<file path="src/rtl/scanout_pkg.sv">
package scanout_pkg;

    // AXI4 burst type encodings
    typedef enum logic [1:0] {
        BURST_FIXED = 2'b00,
        BURST_INCR  = 2'b01,
        BURST_WRAP  = 2'b10
    } burst_e;

    // One 32-bit response word: byte 0 alpha, byte 1 red, byte 2 green, byte 3 blue
    typedef struct packed {
        logic [7:0] blue;
        logic [7:0] green;
        logic [7:0] red;
        logic [7:0] alpha;
    } pixel_t;

    localparam logic [7:0] SINGLE_BEAT_LEN = 8'd0;
    localparam logic [2:0] WORD_SIZE_CODE  = 3'd2;
    localparam int         BYTES_PER_PIX   = 4;

endpackage

</file>
<file path="src/rtl/scan_raster_walker.sv">
module scan_raster_walker #(
    parameter int FRAME_W = 640,
    parameter int FRAME_H = 480,
    parameter int X_W     = $clog2(FRAME_W),
    parameter int Y_W     = $clog2(FRAME_H)
) (
    input  logic           clk,
    input  logic           rst,
    input  logic           step,
    output logic [X_W-1:0] nxt_x,
    output logic [Y_W-1:0] nxt_y
);

    localparam logic [X_W-1:0] X_LAST = X_W'(FRAME_W - 1);
    localparam logic [Y_W-1:0] Y_LAST = Y_W'(FRAME_H - 1);

    typedef struct packed {
        logic [X_W-1:0] x;
        logic [Y_W-1:0] y;
    } pos_t;

    pos_t pos_d, pos_q;

    always_comb begin
        pos_d = pos_q;
        if (step) begin
            if (pos_q.x == X_LAST) begin
                pos_d.x = '0;
                if (pos_q.y == Y_LAST) begin
                    pos_d.y = '0;
                end else begin
                    pos_d.y = pos_q.y + 1'b1;
                end
            end else begin
                pos_d.x = pos_q.x + 1'b1;
            end
        end
    end

    always_ff @(posedge clk) begin
        if (rst) begin
            pos_q <= '0;
        end else begin
            pos_q <= pos_d;
        end
    end

    // Position after this cycle's optional step, used to load the next request
    assign nxt_x = pos_d.x;
    assign nxt_y = pos_d.y;

    // no accepted request, no movement
    a_r4_hold_still: assert property (@(posedge clk) disable iff (rst)
        !step |=> $stable(pos_q));

    // the last pixel of the frame wraps to the origin
    a_r5_frame_wrap: assert property (@(posedge clk) disable iff (rst)
        (step && pos_q.x == X_LAST && pos_q.y == Y_LAST) |=> (pos_q.x == '0 && pos_q.y == '0));

    // the end of a row moves to column zero of the next row
    a_r5_row_wrap: assert property (@(posedge clk) disable iff (rst)
        (step && pos_q.x == X_LAST && pos_q.y != Y_LAST) |=> (pos_q.x == '0 && pos_q.y == $past(pos_q.y) + 1'b1));

endmodule

</file>
<file path="src/rtl/scan_req_issuer.sv">
module scan_req_issuer #(
    parameter int          FRAME_W   = 640,
    parameter int          FRAME_H   = 480,
    parameter int          ADDR_W    = 32,
    parameter logic [ADDR_W-1:0] BASE_ADDR = '0,
    parameter int          X_W       = $clog2(FRAME_W),
    parameter int          Y_W       = $clog2(FRAME_H)
) (
    input  logic              clk,
    input  logic              rst,
    input  logic              disp_sel,
    input  logic              fifo_room,
    input  logic              arready,
    input  logic [X_W-1:0]    nxt_x,
    input  logic [Y_W-1:0]    nxt_y,
    output logic              step,
    output logic              arvalid,
    output logic [ADDR_W-1:0] araddr
);
    import scanout_pkg::*;

    localparam logic [ADDR_W-1:0] FRAME_BYTES = ADDR_W'(FRAME_W * FRAME_H * BYTES_PER_PIX);
    localparam logic [ADDR_W-1:0] WIDTH_A     = ADDR_W'(FRAME_W);

    typedef struct packed {
        logic              valid;
        logic [ADDR_W-1:0] addr;
        logic              sel;
    } req_t;

    req_t req_d, req_q;

    function automatic logic [ADDR_W-1:0] pix_addr(
        input logic           s,
        input logic [X_W-1:0] x,
        input logic [Y_W-1:0] y
    );
        logic [ADDR_W-1:0] lin;
        logic [ADDR_W-1:0] base;
        lin  = ADDR_W'(y) * WIDTH_A + ADDR_W'(x);
        base = s ? (BASE_ADDR + FRAME_BYTES) : BASE_ADDR;
        return base + (lin << 2);
    endfunction

    logic slot_free;

    always_comb begin
        req_d     = req_q;
        req_d.sel = disp_sel;
        step      = req_q.valid & arready;
        slot_free = ~req_q.valid | arready;
        if (slot_free) begin
            req_d.valid = fifo_room;
            req_d.addr  = pix_addr(req_q.sel, nxt_x, nxt_y);
        end
    end

    always_ff @(posedge clk) begin
        if (rst) begin
            req_q.valid <= 1'b0;
            req_q.addr  <= BASE_ADDR;
            req_q.sel   <= 1'b0;
        end else begin
            req_q <= req_d;
        end
    end

    assign arvalid = req_q.valid;
    assign araddr  = req_q.addr;

    // a new request appears only after the FIFO reported room
    a_r2_room_gate: assert property (@(posedge clk) disable iff (rst)
        $rose(arvalid) |-> $past(fifo_room));

    // a stalled request keeps valid and address
    a_r3_stall_hold: assert property (@(posedge clk) disable iff (rst)
        (arvalid && !arready) |=> (arvalid && $stable(araddr)));

    // every request lands inside one of the two frame regions
    a_r8_in_region: assert property (@(posedge clk) disable iff (rst)
        arvalid |-> (araddr >= BASE_ADDR && araddr < BASE_ADDR + (FRAME_BYTES << 1)));

endmodule

</file>
<file path="src/rtl/scan_resp_unpacker.sv">
module scan_resp_unpacker (
    input  logic                  fifo_room,
    input  logic                  rvalid,
    input  logic [31:0]           rdata,
    output logic                  rready,
    output logic                  pix_we,
    output scanout_pkg::pixel_t   pix
);
    always_comb begin
        rready = fifo_room;
        pix_we = rvalid & fifo_room;
        pix    = scanout_pkg::pixel_t'(rdata);
    end

endmodule

</file>
<file path="src/rtl/scan_fb_reader.sv">
module scan_fb_reader #(
    parameter int          FRAME_W   = 640,
    parameter int          FRAME_H   = 480,
    parameter int          ADDR_W    = 32,
    parameter logic [ADDR_W-1:0] BASE_ADDR = '0
) (
    input  logic              clk,
    input  logic              rst,
    input  logic              disp_sel,
    input  logic              fifo_room,
    output logic [ADDR_W-1:0] araddr,
    output logic [7:0]        arlen,
    output logic [2:0]        arsize,
    output logic [1:0]        arburst,
    output logic              arvalid,
    input  logic              arready,
    input  logic [31:0]       rdata,
    input  logic              rvalid,
    output logic              rready,
    output logic              pix_we,
    output logic [7:0]        pix_alpha,
    output logic [7:0]        pix_red,
    output logic [7:0]        pix_green,
    output logic [7:0]        pix_blue
);
    import scanout_pkg::*;

    localparam int X_W = (FRAME_W > 1) ? $clog2(FRAME_W) : 1;
    localparam int Y_W = (FRAME_H > 1) ? $clog2(FRAME_H) : 1;

    logic           step;
    logic [X_W-1:0] nxt_x;
    logic [Y_W-1:0] nxt_y;
    pixel_t         pix;

    scan_raster_walker #(
        .FRAME_W (FRAME_W),
        .FRAME_H (FRAME_H),
        .X_W     (X_W),
        .Y_W     (Y_W)
    ) u_walker (
        .clk   (clk),
        .rst   (rst),
        .step  (step),
        .nxt_x (nxt_x),
        .nxt_y (nxt_y)
    );

    scan_req_issuer #(
        .FRAME_W   (FRAME_W),
        .FRAME_H   (FRAME_H),
        .ADDR_W    (ADDR_W),
        .BASE_ADDR (BASE_ADDR),
        .X_W       (X_W),
        .Y_W       (Y_W)
    ) u_issuer (
        .clk       (clk),
        .rst       (rst),
        .disp_sel  (disp_sel),
        .fifo_room (fifo_room),
        .arready   (arready),
        .nxt_x     (nxt_x),
        .nxt_y     (nxt_y),
        .step      (step),
        .arvalid   (arvalid),
        .araddr    (araddr)
    );

    scan_resp_unpacker u_unpacker (
        .fifo_room (fifo_room),
        .rvalid    (rvalid),
        .rdata     (rdata),
        .rready    (rready),
        .pix_we    (pix_we),
        .pix       (pix)
    );

    // single 4-byte beat, fixed burst
    assign arlen     = SINGLE_BEAT_LEN;
    assign arsize    = WORD_SIZE_CODE;
    assign arburst   = BURST_FIXED;

    assign pix_alpha = pix.alpha;
    assign pix_red   = pix.red;
    assign pix_green = pix.green;
    assign pix_blue  = pix.blue;

endmodule

</file>
<file path="config.mk">
export PLATFORM = sky130hd
export DESIGN_NAME = scan_fb_reader
export DESIGN_NICKNAME = d
export VERILOG_FILES = /design/src/rtl/scanout_pkg.sv /design/src/rtl/scan_raster_walker.sv /design/src/rtl/scan_req_issuer.sv /design/src/rtl/scan_resp_unpacker.sv /design/src/rtl/scan_fb_reader.sv
export SDC_FILE = /design/constraint.sdc
export NUM_CORES = 1
export LEC_CHECK = 0
export CAP_MARGIN = 10
export CORE_UTILIZATION = 45
export DETAILED_ROUTE_END_ITERATION = 7
export PLACE_DENSITY = 0.82
export SLEW_MARGIN = 15
export SYNTH_ARGS = -nofsm -noshare
export SYNTH_HDL_FRONTEND = slang
export SYNTH_SLANG_ARGS = --single-unit
export TNS_END_PERCENT = 20
</file>
<file path="constraint.sdc">
create_clock -name clk -period 6.44 [get_ports clk]
set_input_delay 0.644 -clock clk [delete_from_list [all_inputs] [get_ports clk]]
set_output_delay 0.644 -clock clk [all_outputs]
set_load 0.02 [all_outputs]
</file>
==> impl_metrics.ini <==
[route]
vias = 2234
drt_first_iter_violations = 106
wl_per_cell_um = 13.06
ant_nets = 0
drc = 0
avgViaCountPerCell = 5.319
detail_route.first_pass.iterations = 4
finalWirelength_um = 5486

[place]
pre_cts_ws_ns = 0.5474
dp_hpwl_um = 4082
gp_congestion = 0.8229
buffer_ports.inserted = 29

[power]
report.power.total_mw = 0.4806
power.density_cell_area_nw_per_um2 = 157.4
cellLeakagePower_nw = 1.330
ir_worst_vdd_uv = 90.47

[worst_setup_path]
timing.critical_path.cells = clkdlybuf4s50_1 -> and4_1 -> and3_1 -> nand2b_1 -> o21ai_0 -> ha_1 -> ha_1 -> fa_1 -> a211oi_1 -> nor2_1 -> xnor2_1 -> or4_4 -> xor2_1 -> ha_1 -> a31oi_1 -> nor2_1 -> and3_1 -> o31a_1
critical_path_arrival_ns = 5.84
start_kind = input pin
cp-end-kind = register
worst_path_class_setup = input pin to register
path_common_cell = ha_1
critPathRequiredTime_ns = 6.63
max_stage_delay_ns = 0.57
critical-path-slowest-cell = clkdlybuf4s50_1
worstPathMaxFanout = 17
timing.critical_path.buf_inv = 1
critical_path.top_delay_family = simple AND/OR/NAND/NOR gates

[cts]
insertion_delay_ns = 0.30
cts_setup_buffers = 0
cts_inserted_buffers = 5
tritoncts_num_sinks = 42
cts_repair_resize_count = 0
ctsLongestPathBuffers = 2
tritoncts = yes
worst_setup_hold_path_clk_slew_ns = 0.08
cts_hold_repair.buffers = 0
cts_htree_levels = 2
root_buffer = clkbuf_8

[sta]
maxSlewViolCount = 0
fmax_achieved_ghz = 0.1769
min_period_ns = 5.654
finalClockSkew_ns = 0.006587
hold_violations = 0
rsz_0062_raised_after_global_routing = false
fin_tns_setup_ns = 0
final.period_utilization_pct = 87.79
post-route-worst-setup-slack_ns = 0.7865
worst_pin_slew_ns = 0.9529
final-setup-viol-count = 0
max-slew-margin-rel_pct = 36.34

[logic_synthesis]
synthesis.instances = 371
yosys_warnings = 0
synth.distinct_cells = 50
ys_ff_latch = 42
avgSynthCellArea_sq_um = 8.404
ys_seq_area_share_pct = 26.97
fraction_of_synthesis_flops_using_an_asynchronous_set_or_reset_pin_pct = 0
synthesis.area_sq_um = 3118
synth_enable_flop_cells = 0
synth_top_flop_cell = dfxtp_1

[die]
placeableCoreArea_sq_um = 6531
die_width_um = 85.24
die_area_sq_um = 7266
die_y_um = 85.24
initial_utilization_pct = 47.74
pin_count = 118
std_cell_rows = 29

[run_status]
run_status = finished clean

[cells_and_area]
layout_net_count = 407
post_route_cells_drive_above_1_share_pct = 4.956
flow.area_growth_from_synthesis_pct = -2.087
diodes = 0
layout_common_cells = dfxtp_1 (42), nor2_1 (34), clkdlybuf4s50_1 (29)
fin_util_pct = 46.74
most_common_library_cell_in_the_layout_ignoring_fill_and_taps = dfxtp_1

[global_route]
grt_pass1_wl_um = 9494
antenna_found_initial = 0
first_global_vias = 2173
grtUsageTotal_pct = 16.12
grt_start_max_net_pins = 43
globalRouteOverflowTotal = 0

[min_path]
min_path_type = register to register

[flow_run]
timing.max_cap.violations = 0
## worst reg2reg max path, cell delays in order, from the launching register on
cell and delay (ns):
dfxtp_1 0.39, ha_1 0.26, and4_1 0.25, and3_1 0.54, nand2b_1 0.19, o21ai_0 0.36
ha_1 0.30, ha_1 0.24, fa_1 0.41, a211oi_1 0.32, nor2_1 0.14, xnor2_1 0.17
or4_4 0.44, xor2_1 0.16, ha_1 0.31, a31oi_1 0.26, nor2_1 0.08, and3_1 0.18
o31a_1 0.26
## worst paths after layout
check | from | endpoint | slack, ns | depth (start not counted)
worst max-delay path | arready | u_issuer.araddr[20] | 0.79 | 18
worst min-delay path | u_issuer.araddr[15] | u_issuer.araddr[15] | 0.45 | 2
worst max register to register | u_walker.pos_q[9] | u_issuer.araddr[20] | 1.07 | 18
worst min register to register | u_issuer.araddr[15] | u_issuer.araddr[15] | 0.45 | 2
## final cells by class
type	count	area, sq um
clock buffer	5	68.82
clock inverter	2	10.01
sequential	42	840.8
tap	77	96.34
multi-input combinational	259	1717
timing repair buffer	31	305.3
inverter	4	15.01
fill	632	3478
## synth_stat cells, drive strengths merged (2+ instances only)
| library cell | count | area (sq um) |
|---|---|---|
| a211oi | 13 | 97.59 |
| a21o | 4 | 30.03 |
| a21oi | 17 | 88.84 |
| a311oi | 2 | 17.52 |
| a31oi | 3 | 18.77 |
| and2 | 3 | 18.77 |
| and3 | 7 | 43.79 |
| and4 | 2 | 17.52 |
| and4bb | 2 | 25.02 |
| buf | 80 | 598.1 |
| clkbuf | 8 | 30.03 |
| conb | 2 | 7.510 |
| dfxtp | 42 | 840.8 |
| fa | 3 | 60.06 |
| ha | 23 | 287.8 |
| inv | 4 | 15.01 |
| mux2i | 2 | 20.02 |
| nand2 | 26 | 97.59 |
| nand2b | 3 | 18.77 |
| nand3 | 5 | 30.03 |
| nand4 | 4 | 25.02 |
| nor2 | 34 | 127.6 |
| nor2b | 15 | 93.84 |
| nor3 | 11 | 60.06 |
| o21ai | 10 | 53.80 |
| or3 | 2 | 12.51 |
| xnor2 | 16 | 140.1 |
| xor2 | 12 | 105.1 |
## metrics by stage
| step | instance area, sq um | hold WS, ns | std cells |
|---|---|---|---|
| final | 3053 | 0.4521 | 420 |
| after global routing | 3053 | 0.4699 | 420 |
| after CTS | 3053 | 0.4592 | 420 |
| after detailed placement | 2974 | 0.4462 | 413 |
| after global placement | 2974 | 0.4397 | 413 |
| after floorplan | 3201 | 0.4322 | 393 |
## metal layers
metal / vias to the layer above / part of all wire (%) / GRT usage [%]
met5: - / 0 / 0
met4: 0 / 1.7 / 6.317
met3: 13 / 3.8 / 3.502
met2: 55 / 50 / 29.33
met1: 1053 / 45 / 18.29
li1: 1113 / - / -
## state kept, by name, summed over array words and instances, names as in the netlist
name,flops
u_issuer.araddr,21
u_issuer.arvalid,1
u_issuer.req_q,1
u_walker.pos_q,19
## cell families after synthesis
kind of cell	Yosys count	synth area share, %
simple gates	119	19.70
other cells	2	0.2409
mux	2	0.6421
fa+ha+maj	26	11.16
compound gates	60	12.80
flops	42	26.97
buf+inv	92	20.63
xor+xnor	28	7.865
## report_power, final
group | switching (mW) | leakage, nW | internal [mW] | total [mW]
Clock | 0.0913 | 0.0438 | 0.0729 | 0.164
Sequential | 0.00384 | 0.340 | 0.264 | 0.268
Combinational | 0.0328 | 0.946 | 0.0157 | 0.0485
Total | 0.128 | 1.33 | 0.353 | 0.481
Power figures use the tool's default switching activity.
